[config.mk]
export PLATFORM = sky130hd
export DESIGN_NAME = irq_aggregator
export DESIGN_NICKNAME = d
export VERILOG_FILES = /design/src/rtl/irq_agg_pkg.sv /design/src/rtl/irq_agg_status.sv /design/src/rtl/irq_agg_gate.sv /design/src/rtl/irq_agg_pin.sv /design/src/rtl/irq_aggregator.sv
export SDC_FILE = /design/constraint.sdc
export NUM_CORES = 1
export LEC_CHECK = 0
export ABC_AREA = 0
export BUFFER_PORTS_ARGS = -buffer_cell sky130_fd_sc_hd__buf_2
export CAP_MARGIN = 20
export CORE_UTILIZATION = 58
export CTS_BUF_LIST = sky130_fd_sc_hd__clkbuf_16
export CTS_CLUSTER_DIAMETER = 100
export DETAILED_ROUTE_END_ITERATION = 6
export GPL_ROUTABILITY_DRIVEN = 0
export GPL_TIMING_DRIVEN = 0
export PLACE_DENSITY = 0.93
export SYNTH_ARGS = -nofsm -noshare
export SYNTH_HDL_FRONTEND = slang
export SYNTH_SLANG_ARGS = --single-unit
[constraint.sdc]
create_clock -name clk -period 4.9 [get_ports clk]
set_clock_uncertainty 0.15 [all_clocks]
set_input_delay 0.735 -clock clk [delete_from_list [all_inputs] [get_ports clk]]
set_output_delay 0.735 -clock clk [all_outputs]
set_load 0.03 [all_outputs]
[src/rtl/irq_agg_pkg.sv]
// Shared constants for the interrupt aggregator: source indices,
// register addresses and configuration field positions.
package irq_agg_pkg;
    localparam int NUM_SRC  = 6;
    localparam int NUM_HW   = NUM_SRC - 1;
    localparam int DATA_W   = 16;
    localparam int GAP_W    = 8;

    localparam int SRC_SW   = 5;

    typedef enum logic [1:0] {
        ADDR_STATUS = 2'd0,
        ADDR_ENABLE = 2'd1,
        ADDR_CONFIG = 2'd2,
        ADDR_SWTRIG = 2'd3
    } reg_addr_e;

    localparam int CFG_POL_BIT  = 0;
    localparam int CFG_PP_BIT   = 1;
    localparam int CFG_INT_BIT  = 7;
    localparam int CFG_GAP_LSB  = 8;

    typedef struct packed {
        logic [GAP_W-1:0] gap;
        logic             push_pull;
        logic             active_high;
    } irq_cfg_t;
endpackage

[src/rtl/irq_agg_status.sv]
// Pending-status bank. Each bit is sticky: a set request wins over a clear
// request on the same edge. Assumes clr and set are single-cycle strobes
// qualified by the caller.
module irq_agg_status #(
    parameter int N = 6
) (
    input  logic         clk,
    input  logic         rst_n,
    input  logic [N-1:0] set_req,
    input  logic [N-1:0] clr_req,
    output logic [N-1:0] status
);
    for (genvar i = 0; i < N; i++) begin : g_bit
        // Hold, clear or set one pending bit; set has priority.
        always_ff @(posedge clk) begin
            if (!rst_n) begin
                status[i] <= 1'b0;
            end else if (set_req[i]) begin
                status[i] <= 1'b1;
            end else if (clr_req[i]) begin
                status[i] <= 1'b0;
            end
        end
    end
endmodule

[src/rtl/irq_agg_gate.sv]
// Pin-state sequencer. Tracks whether the interrupt pin is asserted, and
// after each release it counts GAP ticks of TICK_CYCLES clocks during which
// the pin may not assert. Assumes gap_cfg is stable enough to be sampled
// once, at the release edge.
module irq_agg_gate #(
    parameter int TICK_CYCLES = 1000,
    parameter int GAP_W       = 8
) (
    input  logic             clk,
    input  logic             rst_n,
    input  logic             int_irq,
    input  logic [GAP_W-1:0] gap_cfg,
    output logic             active,
    output logic             gap_busy
);
    localparam int PW = (TICK_CYCLES > 1) ? $clog2(TICK_CYCLES) : 1;
    localparam logic [PW-1:0] TICK_LAST = PW'(TICK_CYCLES - 1);

    logic [PW-1:0]    presc;
    logic [GAP_W-1:0] gap_cnt;
    logic             release_now;

    assign gap_busy    = (gap_cnt != '0);
    assign release_now = active && !int_irq;

    // Assert when allowed, release when the internal flag drops.
    always_ff @(posedge clk) begin
        if (!rst_n) begin
            active <= 1'b0;
        end else if (active) begin
            active <= int_irq;
        end else begin
            active <= int_irq && !gap_busy;
        end
    end

    // Load the idle interval on release and count it down in ticks.
    always_ff @(posedge clk) begin
        if (!rst_n) begin
            gap_cnt <= '0;
            presc   <= '0;
        end else if (release_now) begin
            gap_cnt <= gap_cfg;
            presc   <= '0;
        end else if (gap_busy) begin
            if (presc == TICK_LAST) begin
                presc   <= '0;
                gap_cnt <= gap_cnt - 1'b1;
            end else begin
                presc   <= presc + 1'b1;
            end
        end
    end
endmodule

[src/rtl/irq_agg_pin.sv]
// Pad control: maps the asserted state to a pin level and an output enable
// according to polarity and buffer type. Purely combinational.
module irq_agg_pin (
    input  logic active,
    input  logic active_high,
    input  logic push_pull,
    output logic pin_level,
    output logic pin_oe
);
    // Level follows polarity; open-drain drives only while asserted.
    always_comb begin
        pin_level = active_high ? active : !active;
        pin_oe    = push_pull | active;
    end
endmodule

[src/rtl/irq_aggregator.sv]
// Interrupt aggregator top. Latches five hardware events plus a software
// event into sticky status, masks them with an enable register and drives
// one interrupt pin with programmable level, buffer type and minimum idle
// interval. Assumes a single-cycle write strobe and a combinational read.
module irq_aggregator
    import irq_agg_pkg::*;
#(
    parameter int TICK_CYCLES = 1000
) (
    input  logic              clk,
    input  logic              rst_n,
    input  logic [NUM_HW-1:0] src_evt,
    input  logic              reg_wr,
    input  logic [1:0]        reg_addr,
    input  logic [DATA_W-1:0] reg_wdata,
    output logic [DATA_W-1:0] reg_rdata,
    output logic              irq_out,
    output logic              irq_oe
);
    logic [NUM_SRC-1:0] status;
    logic [NUM_SRC-1:0] enable;
    logic [NUM_SRC-1:0] set_req;
    logic [NUM_SRC-1:0] clr_req;
    irq_cfg_t           cfg;
    logic               int_irq;
    logic               irq_active;
    logic               gap_busy;
    logic               wr_status, wr_enable, wr_config, wr_swtrig;

    // Decode the write strobe per register.
    always_comb begin
        wr_status = reg_wr && (reg_addr == ADDR_STATUS);
        wr_enable = reg_wr && (reg_addr == ADDR_ENABLE);
        wr_config = reg_wr && (reg_addr == ADDR_CONFIG);
        wr_swtrig = reg_wr && (reg_addr == ADDR_SWTRIG);
    end

    // Build the per-bit set and clear requests for the status bank.
    always_comb begin
        set_req         = {1'b0, src_evt};
        set_req[SRC_SW] = wr_swtrig && reg_wdata[0];
        clr_req         = wr_status ? reg_wdata[NUM_SRC-1:0] : '0;
    end

    irq_agg_status #(.N(NUM_SRC)) u_status (
        .clk     (clk),
        .rst_n   (rst_n),
        .set_req (set_req),
        .clr_req (clr_req),
        .status  (status)
    );

    // Enable mask and configuration registers.
    always_ff @(posedge clk) begin
        if (!rst_n) begin
            enable <= '0;
            cfg    <= '0;
        end else begin
            if (wr_enable) begin
                enable <= reg_wdata[NUM_SRC-1:0];
            end
            if (wr_config) begin
                cfg.active_high <= reg_wdata[CFG_POL_BIT];
                cfg.push_pull   <= reg_wdata[CFG_PP_BIT];
                cfg.gap         <= reg_wdata[CFG_GAP_LSB +: GAP_W];
            end
        end
    end

    assign int_irq = |(status & enable);

    irq_agg_gate #(.TICK_CYCLES(TICK_CYCLES), .GAP_W(GAP_W)) u_gate (
        .clk      (clk),
        .rst_n    (rst_n),
        .int_irq  (int_irq),
        .gap_cfg  (cfg.gap),
        .active   (irq_active),
        .gap_busy (gap_busy)
    );

    irq_agg_pin u_pin (
        .active      (irq_active),
        .active_high (cfg.active_high),
        .push_pull   (cfg.push_pull),
        .pin_level   (irq_out),
        .pin_oe      (irq_oe)
    );

    // Combinational register read mux.
    always_comb begin
        reg_rdata = '0;
        unique case (reg_addr)
            ADDR_STATUS: reg_rdata[NUM_SRC-1:0] = status;
            ADDR_ENABLE: reg_rdata[NUM_SRC-1:0] = enable;
            ADDR_CONFIG: begin
                reg_rdata[CFG_POL_BIT]               = cfg.active_high;
                reg_rdata[CFG_PP_BIT]                = cfg.push_pull;
                reg_rdata[CFG_INT_BIT]               = int_irq;
                reg_rdata[CFG_GAP_LSB +: GAP_W]      = cfg.gap;
            end
            default:     reg_rdata = '0;
        endcase
    end
endmodule

=== Yosys cells after proc, flatten, opt, wreduce, memory -nomap -nowiden ===
Cells that the tools add are included.

* Add/sub/neg operators: 2
* Mux-type cells: 22
* Bitwise gates (word level): 3
* Equality and inequality tests: 4
* Reduce and logical (&&, ||, !) cells: 23

{| class="wikitable"
|+ Operators by type and width
! kind !! number
|-
| 8-bit two-way mux || 3
|-
| 2-bit nonzero test || 8
|-
| 1-bit two-way mux || 14
|-
| 10-bit by 1-bit adder with 10-bit output (second input constant) || 1
|-
| 10-bit equality test (second input constant) || 1
|-
| 10-bit two-way mux || 1
|-
| 9-bit two-way mux || 1
|-
| 4-bit case mux with 2 select lines || 1
|-
| 8-bit nonzero test || 1
|-
| 8-bit by 1-bit subtractor with 8-bit output (second input constant) || 1
|-
| 1-bit logical AND || 7
|-
| 6-bit AND || 1
|-
| 6-bit two-way mux || 1
|-
| 2-bit case mux with 3 select lines || 1
|-
| 6-bit OR reduction || 1
|-
| 2-bit equality test (second input constant) || 2
|-
| 1-bit zero test || 3
|-
| 2-bit by 1-bit equality test with 1-bit output (second input constant) || 1
|-
| 2-bit zero test || 1
|-
| 2-bit AND reduction || 1
|-
| 2-bit OR reduction || 1
|-
| 1-bit inverter || 1
|-
| 1-bit OR || 1
|}

* Output and inout port bits: 18
* Logic and storage cells: 67
* Flip-flop bits (word level): 41
* Input port bits: 26

=== Logic depth before layout (Yosys ltp) ===
Gate-level depths: netlist of the first run.

* Depth after elaboration: 6
* Mapped depth: 7
* Depth with buffers taken out: 6

=== Hierarchy ===
A second synthesis of the first run with hierarchy kept.

* Cell total of the unflattened synthesis: 255
* Area total of the unflattened synthesis: 2306.0 um^2

{| class="wikitable"
|+ Modules (own cells, without submodules)
! module !! sequential area each (um^2) !! cells each !! instances !! area each (um^2)
|-
| irq_agg_gate || 380.4 || 122 || 1 || 1037.2
|-
| irq_aggregator || 320.3 || 113 || 1 || 1006.0
|-
| irq_agg_status || 120.1 || 18 || 1 || 247.7
|-
| irq_agg_pin || 0.0 || 2 || 1 || 15.0
|}

=== Worst setup path after synthesis of the first run ===
Ideal clock, no wire load.

* Path type: input to output
* Start: input port reg_addr[1]
* End: output port reg_rdata[7]
* Stages: 4
* Data arrival time: 2000 ps
* Data required time: 4015 ps
* Path buffers: 2
* Setup slack: 2015 ps
* Cells stage by stage: clkbuf_1 > nor2b_1 > clkbuf_1 > nor2b_1

* Cells in the longest elaborated chain, start to end: 2

{| class="wikitable"
|+ Ends and longest elaborated chain
! element !! RTL line !! text
|-
| start, declared || irq_aggregator.sv:14 || <nowiki>input logic [1:0] reg_addr,</nowiki>
|-
| 2-bit equality test || irq_aggregator.sv:92 || <nowiki>unique case (reg_addr)</nowiki>
|-
| 9-bit two-way mux || irq_aggregator.sv:92 ||
|-
| end, declared || irq_aggregator.sv:16 || <nowiki>output logic [DATA_W-1:0] reg_rdata,</nowiki>
|}

No other way between the ends.

=== Worst setup path after layout of the first run ===
* Start: input port reg_addr[1]
* End: output port reg_rdata[12]

Same word-level chain as after synthesis.

==> out/results.ini, run 1 <==
[synth]
synth_cells = 249
synth_cell_types = 44
ys_ff_latch = 41
synth_warnings = 0
ys.flop_type = dfxtp_1
synth-edff-count = 0
postSynth.asyncResetShare_pct = 0
netlist_area_sq_um = 2070
syn-num-nets = 278
ys_seq_area_share_pct = 39.6
syn_avg_cell_area_sq_um = 8.32

[clocking]
clk_latency_ns = 0.28
cts_buffer_depth = 2
post-cts-setup-buffers = 0
cts_buffers = 5
tritoncts = done
cts_resized = 0
clk_pin_slew_ns = 0.06
clock_sinks = 41
hold_buffers = 0
htreeDepth = 2
cts_root_buf = clkbuf_16

[routing]
drt-met1-wl_um = 2020
drtIter0Drc = 134
wl_met3_um = 307
wirelength_um = 4790
post_drt_wl_per_cell_um = 14.0
drc = 0
highest_layer = met4
firstDrtPassIters = 6
met2_length_um = 2380
drtAntennaViolNets = 0
num_vias = 2017
viasPerCell = 5.91

[timing]
tightest_slew_ns = 0.678
fmax_mhz = 335
holdWs_ns = 0.321
grt_setup_unrepaired = no
maxSlewViolCount = 0
slew_headroom_pct = 54.4
setup_viol_count_final = 0
hold_viol = 0
fin_crit_ns = 2.98
post-route-period-util_pct = 60.9
fin_setup_tns_ns = 0

[setup_path]
timing.rr.start = u_gate.gap_cnt[0]
crit_path_cell_trace = clkbuf_1 -> nor2b_1 -> clkbuf_1 -> and2_1 -> buf_2
endpoint_kind = output pin
critPathMaxFanout = 10
path_buf_inv = 3
regToRegSetupSlack_ns = 2.58
required_ns = 4.01
startpoint_type = input pin
cp_top_family = buffers and inverters
crit_type = in -> out
cp_slowest_stage_delay_ns = 0.32
r2r_end = u_gate.gap_cnt[1]
crit_slowest_cell = clkbuf_1
crit_path_frequent_cell = clkbuf_1
rr_worst_depth = 7
path_depth = 5
cp.arrival_ns = 2.10

[power_and_ir_drop]
ir_drop_uv = 282
combPwrFrac_pct = 9.3
pwr-share-clk_pct = 43.6
power_mw = 0.740
p_seq_share_pct = 47.2
powerDensity_nw_per_um2 = 300
p_int_mw = 0.556
switching_share_pct = 24.9
switchingPower_mw = 0.184
total_leakage_power_nw = 1.01

[global_routing]
antenna_found_initial = 0
track_usage_pct = 28.2
grt_pass1_wl_um = 7850
overflow = 0
grt_pass1_vias = 1800
grt_start_max_net_pins = 15

[floorplanning]
die-area_sq_um = 3810
die_x_um = 61.8
num_rows = 21
core_area_sq_um = 3390
ios = 44
chipHeight_um = 61.8
initial_core_util_pct = 61.1

[final_layout]
fin_util_pct = 72.7
fin_nets = 323
area_growth_pct = 19.0
antennaDiodeCount = 0
fillers = 235
final_layout_size_suffix_gt1_share_pct = 18.6

[hold_path]
hold_class = reg -> reg
whs_endpoint = cfg[5]
hold_depth = 2
hp-start = cfg[5]

[job]
cap_violations = 0

[place]
port_buffers = 38
place_hpwl_um = 3390

[run_status]
run_status = finished clean

[flip-flops by register name, summed over array words and instances, names as in the netlist]
name,cells
cfg,10
u_gate.gap_cnt,8
u_status.status,6
u_gate.presc,10
u_gate.active,1
enable,6
[layout make-up]
type | instances | area, sq um | share of cell area (%)
Tap cell | 46 | 57.6 | 2.34
Multi-Input combinational cell | 189 | 1170 | 47.6
Sequential cell | 41 | 821 | 33.3
Clock inverter | 3 | 21.3 | 0.863
Buffer | 14 | 58.8 | 2.39
Clock buffer | 5 | 125 | 5.08
Timing Repair Buffer | 38 | 190 | 7.72
Inverter | 5 | 18.8 | 0.761
[synthesized netlist by cell type, types with 3 or more instances]
library cell / count / area, sq um
dfxtp_1: 41 / 821
nand2_1: 25 / 93.8
nor2_1: 23 / 86.3
nand3_1: 22 / 110
a21oi_1: 20 / 100
mux2i_1: 12 / 120
clkbuf_1: 11 / 41.3
o211ai_1: 9 / 67.6
and2_1: 8 / 50.1
o21ai_0: 7 / 35.0
nand4_1: 6 / 37.5
or3_1: 6 / 37.5
inv_1: 5 / 18.8
xnor2_1: 5 / 43.8
a22oi_1: 3 / 22.5
and4_1: 3 / 26.3
ha_1: 3 / 37.5
nor4_1: 3 / 18.8
xor2_1: 3 / 26.3
[worst register-to-register path: stages (launching register included)]
cell and delay (ns):
dfxtp_1 0.34, inv_1 0.13, ha_1 0.21, or4b_1 0.42, buf_2 0.18, o2111ai_4 0.29, mux2_2 0.39, o21ai_0 0.14
[cells in the final DEF, fill, tap and decap left out, drive strengths merged, types with 3 or more instances in the layout]
cell      n
or3       7
ha        3
mux2i    12
and4      3
o2111ai   3
a22oi     3
inv       6
nor2     23
xor2      3
a21oi    20
dfxtp    41
buf      41
xnor2     5
o211ai    9
nand2    25
o21ai     8
nand3    22
clkbuf   16
nor4      3
nand4     6
and2      8
[metal layers]
metal / vias to the layer above / GRT usage (%)
met5: - / 0
met4: 0 / 9.21
met3: 12 / 8.70
met2: 69 / 45.9
met1: 938 / 35.6
li1: 998 / -
[worst max path at each step]
stage	from	end
floorplan	reg_addr[1]	reg_rdata[7]
global placement	reg_addr[1]	reg_rdata[1]
detailed placement	reg_addr[1]	reg_rdata[7]
CTS	reg_addr[1]	reg_rdata[12]
global route	reg_addr[1]	reg_rdata[1]
finish	reg_addr[1]	reg_rdata[12]
[through the flow]
stage          cell area (sq um)  setup slack [ns]  cells
2_1_floorplan               2070              2.01    249
3_3_place_gp                2320              2.01    333
3_5_place_dp                2320              1.94    333
4_1_cts                     2460              1.93    341
5_1_grt                     2460              1.79    341
6_report                    2460              1.92    341
[power groups by stage]
stage / logic [mW] / clock network [mW] / registers (mW)
2_1_floorplan: 0.0458 / 0 / 0.354
3_3_place_gp: 0.0655 / 0 / 0.355
3_5_place_dp: 0.0670 / 0 / 0.356
4_1_cts: 0.0681 / 0.325 / 0.349
5_1_grt: 0.0758 / 0.338 / 0.350
6_report: 0.0684 / 0.322 / 0.349
[kinds of logic (layout without fill, tap and decap cells)]
kind of cell	count (synthesis)	count (layout)	share of synthesized area (%)
simple gates	114	114	28.8
compound gates	50	50	16.1
flops	41	41	39.6
buf+inv	19	65	3.75
mux	13	13	6.34
xor+xnor	8	8	3.38
fa+ha+maj	3	3	1.81
other cells	1	1	0.181
Power figures use the tool's default switching activity.
==> inputs of run 2 (changes only) <==
- CORE_UTILIZATION: 58 -> 54
- PLACE_DENSITY: 0.93 -> 0.88
- clock period: 4.9 -> 2.8 ns (I/O delays scaled with it)
==> run 2 against run 1 <==
  * Total power is 98% higher
  * Critical path type unchanged
  * Core utilization is 4.1 points lower
  * Via count is 1.3% lower
  * Critical endpoint is now reg_rdata[7]
  * Clock power is 130% higher
==> out/results.ini, run 2 (synthesized netlist as in run 1, its figures left out) <==
[timing]
fin_crit_ns = 2.34
setup_viol_count_final = 0  ; unchanged
post-route-period-util_pct = 83.6
grt_setup_unrepaired = no  ; unchanged
hold_viol = 0  ; unchanged
slew_headroom_pct = 45.0  ; was 54.4%
fmax_mhz = 427
tightest_slew_ns = 0.819  ; was 0.678 ns
fin_setup_tns_ns = 0  ; unchanged
maxSlewViolCount = 0  ; unchanged

[routing]
firstDrtPassIters = 4  ; was 6
viasPerCell = 5.80  ; was 5.91
wirelength_um = 4910  ; was 4790 um
drc = 0  ; unchanged
num_vias = 1990  ; was 2017
drtIter0Drc = 104  ; was 134
drtAntennaViolNets = 0  ; unchanged
post_drt_wl_per_cell_um = 14.3  ; was 14.0 um

[clocking]
clk_pin_slew_ns = 0.06  ; about the same
cts_root_buf = clkbuf_16  ; unchanged
cts_buffers = 5  ; unchanged
tritoncts = done  ; unchanged
clk_latency_ns = 0.28  ; about the same
clock_sinks = 41  ; unchanged
cts_buffer_depth = 2  ; unchanged
hold_buffers = 0  ; unchanged
post-cts-setup-buffers = 0  ; unchanged
htreeDepth = 2  ; unchanged
cts_resized = 0  ; unchanged

[floorplanning]
ios = 44  ; unchanged
num_rows = 22  ; was 21
core_area_sq_um = 3660  ; was 3390 sq um
chipHeight_um = 63.9  ; was 61.8 um
initial_core_util_pct = 56.6  ; was 61.1%
die_x_um = 63.9  ; was 61.8 um
die-area_sq_um = 4090  ; was 3810 sq um

[power_and_ir_drop]
ir_drop_uv = 505  ; was 282 uV
powerDensity_nw_per_um2 = 583  ; was 300 nW/um^2
power_mw = 1.46  ; was 0.740 mW
total_leakage_power_nw = 1.04  ; was 1.01 nW

[final_layout]
area_growth_pct = 21.3  ; was 19.0%
multi_input_area_sq_um = 1170  ; unchanged
seq_area_sq_um = 821  ; unchanged
reg_top3 = cfg (10), u_gate.presc (10), u_gate.gap_cnt (8)  ; unchanged
layout_commonest_cell = dfxtp_1  ; unchanged
layout_common_cells = dfxtp_1, buf_2, nand2_1  ; unchanged
fin_nets = 323  ; unchanged
final_layout_size_suffix_gt1_share_pct = 18.6  ; unchanged
antennaDiodeCount = 0  ; unchanged
fillers = 309  ; was 235

[job]
cap_violations = 0  ; unchanged

[hold_path]
whs_endpoint = u_status.status[0]  ; was cfg[5]
hold_depth = 3  ; was 2
hold_class = in -> reg  ; was reg -> reg
hp-start = src_evt[0]  ; was cfg[5]

[place]
place_hpwl_um = 3310  ; was 3390 um
port_buffers = 38  ; unchanged

[global_routing]
antenna_found_initial = 0  ; unchanged
track_usage_pct = 25.8  ; was 28.2%
grt_pass1_wl_um = 8260  ; was 7850 um
overflow = 0  ; unchanged
grt_pass1_vias = 1882  ; was 1800
grt_start_max_net_pins = 14  ; was 15

[setup_path]
required_ns = 2.23  ; was 4.01 ns
cp.arrival_ns = 1.77  ; was 2.10 ns
crit_type = in -> out  ; unchanged
r2r_end = u_gate.gap_cnt[1]  ; unchanged
critPathMaxFanout = 10  ; unchanged
rr_worst_depth = 7  ; unchanged
regToRegSetupSlack_ns = 0.50  ; was 2.58 ns
timing.rr.start = u_gate.gap_cnt[0]  ; unchanged
endpoint_kind = output pin  ; unchanged
startpoint_type = input pin  ; unchanged

[run_status]
run_status = finished clean  ; unchanged

## run 2: report_power, final
part           switching, mW  internal, mW  leakage, nW  total (mW)
combinational         0.0762        0.0432        0.608       0.119
sequential            0.0126         0.598        0.333       0.611
clock                  0.225         0.509       0.0938       0.734
total                  0.314          1.15         1.04        1.46
## run 2: stage by stage
step / hold slack (ns) / util (%) / std cells / cell area [sq um] / setup slack, ns
after floorplan: 0.295 / - / 249 / 2070 / 0.545
after global placement: 0.305 / 63.4 / 335 / 2320 / 0.504
after detailed placement: 0.313 / 63.4 / 335 / 2320 / 0.495
after CTS: 0.196 / 68.6 / 343 / 2510 / 0.478
after global routing: 0.197 / 68.6 / 343 / 2510 / 0.358
final: 0.196 / 68.6 / 343 / 2510 / 0.458
## run 2: how the worst max path moves through the flow
stage | startpoint | to | cells after the start
3_3_place_gp | reg_addr[1] | reg_rdata[0] | 6
3_5_place_dp | reg_addr[1] | reg_rdata[0] | 6
4_1_cts | reg_addr[1] | reg_rdata[7] | 5
6_report | reg_addr[1] | reg_rdata[7] | 5
5_1_grt | reg_addr[1] | reg_rdata[1] | 6
2_1_floorplan | reg_addr[1] | reg_rdata[7] | 4
## run 2: cell type report
| class | count | share of cell area (%) |
|---|---|---|
| multi-input cells | 189 | 46.7 |
| flip-flops and latches | 41 | 32.7 |
| repair buffers | 38 | 7.57 |
| clock buffers | 5 | 4.98 |
| clock inverters | 3 | 2.59 |
| well taps | 48 | 2.39 |
| plain buffers | 14 | 2.34 |
| inverters | 5 | 0.747 |
## run 2: per-layer routing
| layer | up-vias | part of all wire [%] | GRT usage (%) |
|---|---|---|---|
| met2 | 61 | 49 | 43.8 |
| met3 | 13 | 4.5 | 6.96 |
| met5 | - | 0 | 0 |
| met4 | 0 | 2.0 | 10.2 |
| met1 | 926 | 44 | 30.6 |
| li1 | 990 | - | - |
## run 2: worst max-delay path, stage by stage
cell      delay, ns
clkbuf_1       0.30
nor2b_1        0.31
clkbuf_1       0.36
nor2b_1        0.18
buf_2          0.20
==> inputs of run 3 (changes only) <==
- ABC_AREA: 0 -> 1
- clock period: 2.8 -> 2.3 ns (I/O delays scaled with it)
==> run 3 against run 2 <==
  * Sequential share of layout area fell by 0.98 points
  * First-iteration DRC count increased by 32%
  * Die area rose by 5.6%
  * Largest cell class unchanged
==> out/results.ini, run 3 <==
[clocking]
clock_sinks = 41  ; unchanged
htreeDepth = 2  ; unchanged
clk_latency_ns = 0.29  ; was 0.28 ns
tritoncts = done  ; unchanged
cts_root_buf = clkbuf_16  ; unchanged
cts_buffers = 5  ; unchanged
clk_pin_slew_ns = 0.06  ; about the same
cts_buffer_depth = 2  ; unchanged
hold_buffers = 0  ; unchanged
cts_resized = 0  ; unchanged
post-cts-setup-buffers = 0  ; unchanged

[timing]
hold_viol = 0  ; unchanged
fin_setup_tns_ns = 0  ; unchanged
grt_setup_unrepaired = no  ; unchanged
fmax_mhz = 505
post-route-period-util_pct = 86.1
maxSlewViolCount = 0  ; unchanged
fin_crit_ns = 1.98
setup_viol_count_final = 0  ; unchanged

[job]
cap_violations = 0  ; unchanged

[final_layout]
area_growth_pct = 18.2  ; was 21.3%
layout_commonest_cell = nand2_1  ; was dfxtp_1
antennaDiodeCount = 0  ; unchanged
fin_util_pct = 68.6  ; about the same
fin_nets = 396  ; was 323
layout_common_cells = nand2_1, buf_2, dfxtp_1  ; was dfxtp_1, buf_2, nand2_1
reg_top3 = cfg (10), u_gate.presc (10), u_gate.gap_cnt (8)  ; unchanged
final_layout_size_suffix_gt1_share_pct = 18.5  ; was 18.6%
fillers = 304  ; was 309

[setup_path]
path_depth = 6  ; was 5
crit_path_frequent_cell = buf_2
path_buf_inv = 3  ; unchanged
crit_path_cell_trace = buf_2 -> nor2_1 -> clkbuf_1 -> nand2_1 -> o21ai_0 -> buf_2  ; was clkbuf_1 -> nor2b_1 -> clkbuf_1 -> nor2b_1 -> buf_2
required_ns = 1.80  ; was 2.23 ns
cp.arrival_ns = 1.49  ; was 1.77 ns
endpoint_kind = output pin  ; unchanged
cp_top_family = buffers and inverters  ; unchanged
crit_type = in -> out  ; unchanged
startpoint_type = input pin  ; unchanged
crit_slowest_cell = clkbuf_1  ; unchanged
rr_worst_depth = 10  ; was 7
critPathMaxFanout = 10  ; unchanged
cp_slowest_stage_delay_ns = 0.39  ; was 0.36 ns

[routing]
viasPerCell = 5.20  ; was 5.80
drtAntennaViolNets = 0  ; unchanged
num_vias = 2165  ; was 1990
wirelength_um = 5080  ; was 4910 um
drc = 0  ; unchanged
firstDrtPassIters = 4  ; unchanged
drtIter0Drc = 137  ; was 104
post_drt_wl_per_cell_um = 12.2  ; was 14.3 um

[global_routing]
grt_use_met3_pct = 6.42  ; was 6.96%
grt-busiest-layer = met2  ; unchanged
grt_start_max_net_pins = 15  ; was 14
use_met2_pct = 44.5  ; was 43.8%
grt_pass1_wl_um = 8610  ; was 8260 um
antenna_found_initial = 0  ; unchanged
grt_pass1_vias = 1956  ; was 1882
track_usage_pct = 26.3  ; was 25.8%
overflow = 0  ; unchanged
use_met1_pct = 32.1  ; was 30.6%

[synth]
synth-xor-area-share_pct = 2.80  ; was 3.38%
syn_avg_cell_area_sq_um = 6.80  ; was 8.32 sq um
syn-num-nets = 351  ; was 278
synthTopCellsByArea = dfxtp_1, nand2_1, nor2_1, inv_1, a21oi_1  ; was dfxtp_1, mux2i_1, nand3_1, a21oi_1, nand2_1
synth_warnings = 0  ; unchanged
ys.flop_type = dfxtp_1  ; unchanged
synth_top_family_by_area = simple AND/OR/NAND/NOR gates  ; unchanged
synth_largest_area_cell = dfxtp_1  ; unchanged
postSynth.asyncResetShare_pct = 0  ; unchanged
netlist_area_sq_um = 2190  ; was 2070 sq um
synth_top_area_share_pct = 37.5  ; was 39.6%
synth_cells = 322  ; was 249
synth_compound_area_share_pct = 13.3  ; was 16.1%
synth_commonest_cells = nand2_1, dfxtp_1, nor2_1  ; was dfxtp_1, nand2_1, nor2_1
yosysMostFrequentCell = nand2_1  ; was dfxtp_1
synth-simple-area-share_pct = 35.3  ; was 28.8%
ys_seq_area_share_pct = 37.5  ; was 39.6%
muxShareOfSynthArea_pct = 0  ; was 6.34%
ys_ff_latch = 41  ; unchanged
synth_cell_types = 28  ; was 44
synth_adder_area_share_pct = 1.71  ; was 1.81%
synth-edff-count = 0  ; unchanged

[run_status]
run_status = finished clean  ; unchanged

[place]
port_buffers = 38  ; unchanged
place_hpwl_um = 3650  ; was 3310 um

[floorplanning]
core_area_sq_um = 3770  ; was 3660 sq um
chipHeight_um = 65.7  ; was 63.9 um
num_rows = 22  ; unchanged
ios = 44  ; unchanged
initial_core_util_pct = 58.1  ; was 56.6%
die_x_um = 65.7  ; was 63.9 um
die-area_sq_um = 4320  ; was 4090 sq um

[hold_path]
hold_depth = 3  ; unchanged
hold_class = in -> reg  ; unchanged

[power_and_ir_drop]
powerDensity_nw_per_um2 = 735  ; was 583 nW/um^2
ir_drop_uv = 544  ; was 505 uV
total_leakage_power_nw = 1.15  ; was 1.04 nW

## run 3: cell count changes after synthesis, sizes merged, moves of 4 or more
cell and delta:
a21oi +9, and2 -8, clkbuf -4, inv +35, mux2i -12, nand2 +59
nand3 -4, nor2 +24, o211ai -9, o21ai +12, or3 -7
## run 3: path summary, 6_finish.rpt
kind                           from                 end  slack [ns]
hold reg to reg           enable[4]           enable[4]        0.31
setup / recovery        reg_addr[1]        reg_rdata[5]        0.32
hold / removal           src_evt[3]  u_status.status[3]        0.11
setup reg to reg  u_gate.gap_cnt[0]     u_gate.presc[9]        0.58
## run 3: power by group
group | internal (mW) | switching (mW)
clock | 0.402 | 0.299
combinational | 0.145 | 0.272
sequential | 0.752 | 0.0327
total | 1.30 | 0.603
## run 3: kinds of logic (layout without fill, tap and decap cells)
family,Yosys count,in the layout
AOI/OAI and AO/OA,55,55
xor gates and xnor gates,7,7
adders and majority gates,3,3
buffers and inverters,52,98
DFF,41,41
other,1,1
and+or+nand+nor,163,163
## run 3: tightest hold or removal path, delay by kind of cell
| family | cells | cell delay [ns] |
|---|---|---|
| buffers and inverters | 1 | 0.07 |
| AND/OR/NAND/NOR | 1 | 0.07 |
| AO/OA/AOI/OAI | 1 | 0.03 |
## run 3: layer usage
metal / up-vias / wire, um
li1: 1117 / -
met3: 7 / 291
met4: 0 / 76
met1: 980 / 2300
met2: 61 / 2410
met5: - / 0
## run 3: layout make-up
| class | count | area, sq um | share of cell area [%] |
|---|---|---|---|
| multi-input cells | 229 | 1170 | 45.1 |
| flip-flops and latches | 41 | 821 | 31.7 |
| repair buffers | 38 | 190 | 7.35 |
| inverters | 40 | 150 | 5.80 |
| clock buffers | 5 | 125 | 4.83 |
| well taps | 48 | 60.1 | 2.32 |
| plain buffers | 12 | 52.6 | 2.03 |
| clock inverters | 3 | 22.5 | 0.870 |
## run 3: through the flow
stage               power [mW]  setup WS, ns  cell area, sq um  hold WS [ns]  instances
finish                    1.90         0.319              2590         0.113        416
global route              2.00         0.197              2590         0.127        416
CTS                       1.91         0.346              2590         0.115        416
detailed placement        1.21         0.366              2440         0.305        408
global placement          1.20         0.350              2440         0.298        408
floorplan                 1.11         0.535              2190         0.289        322
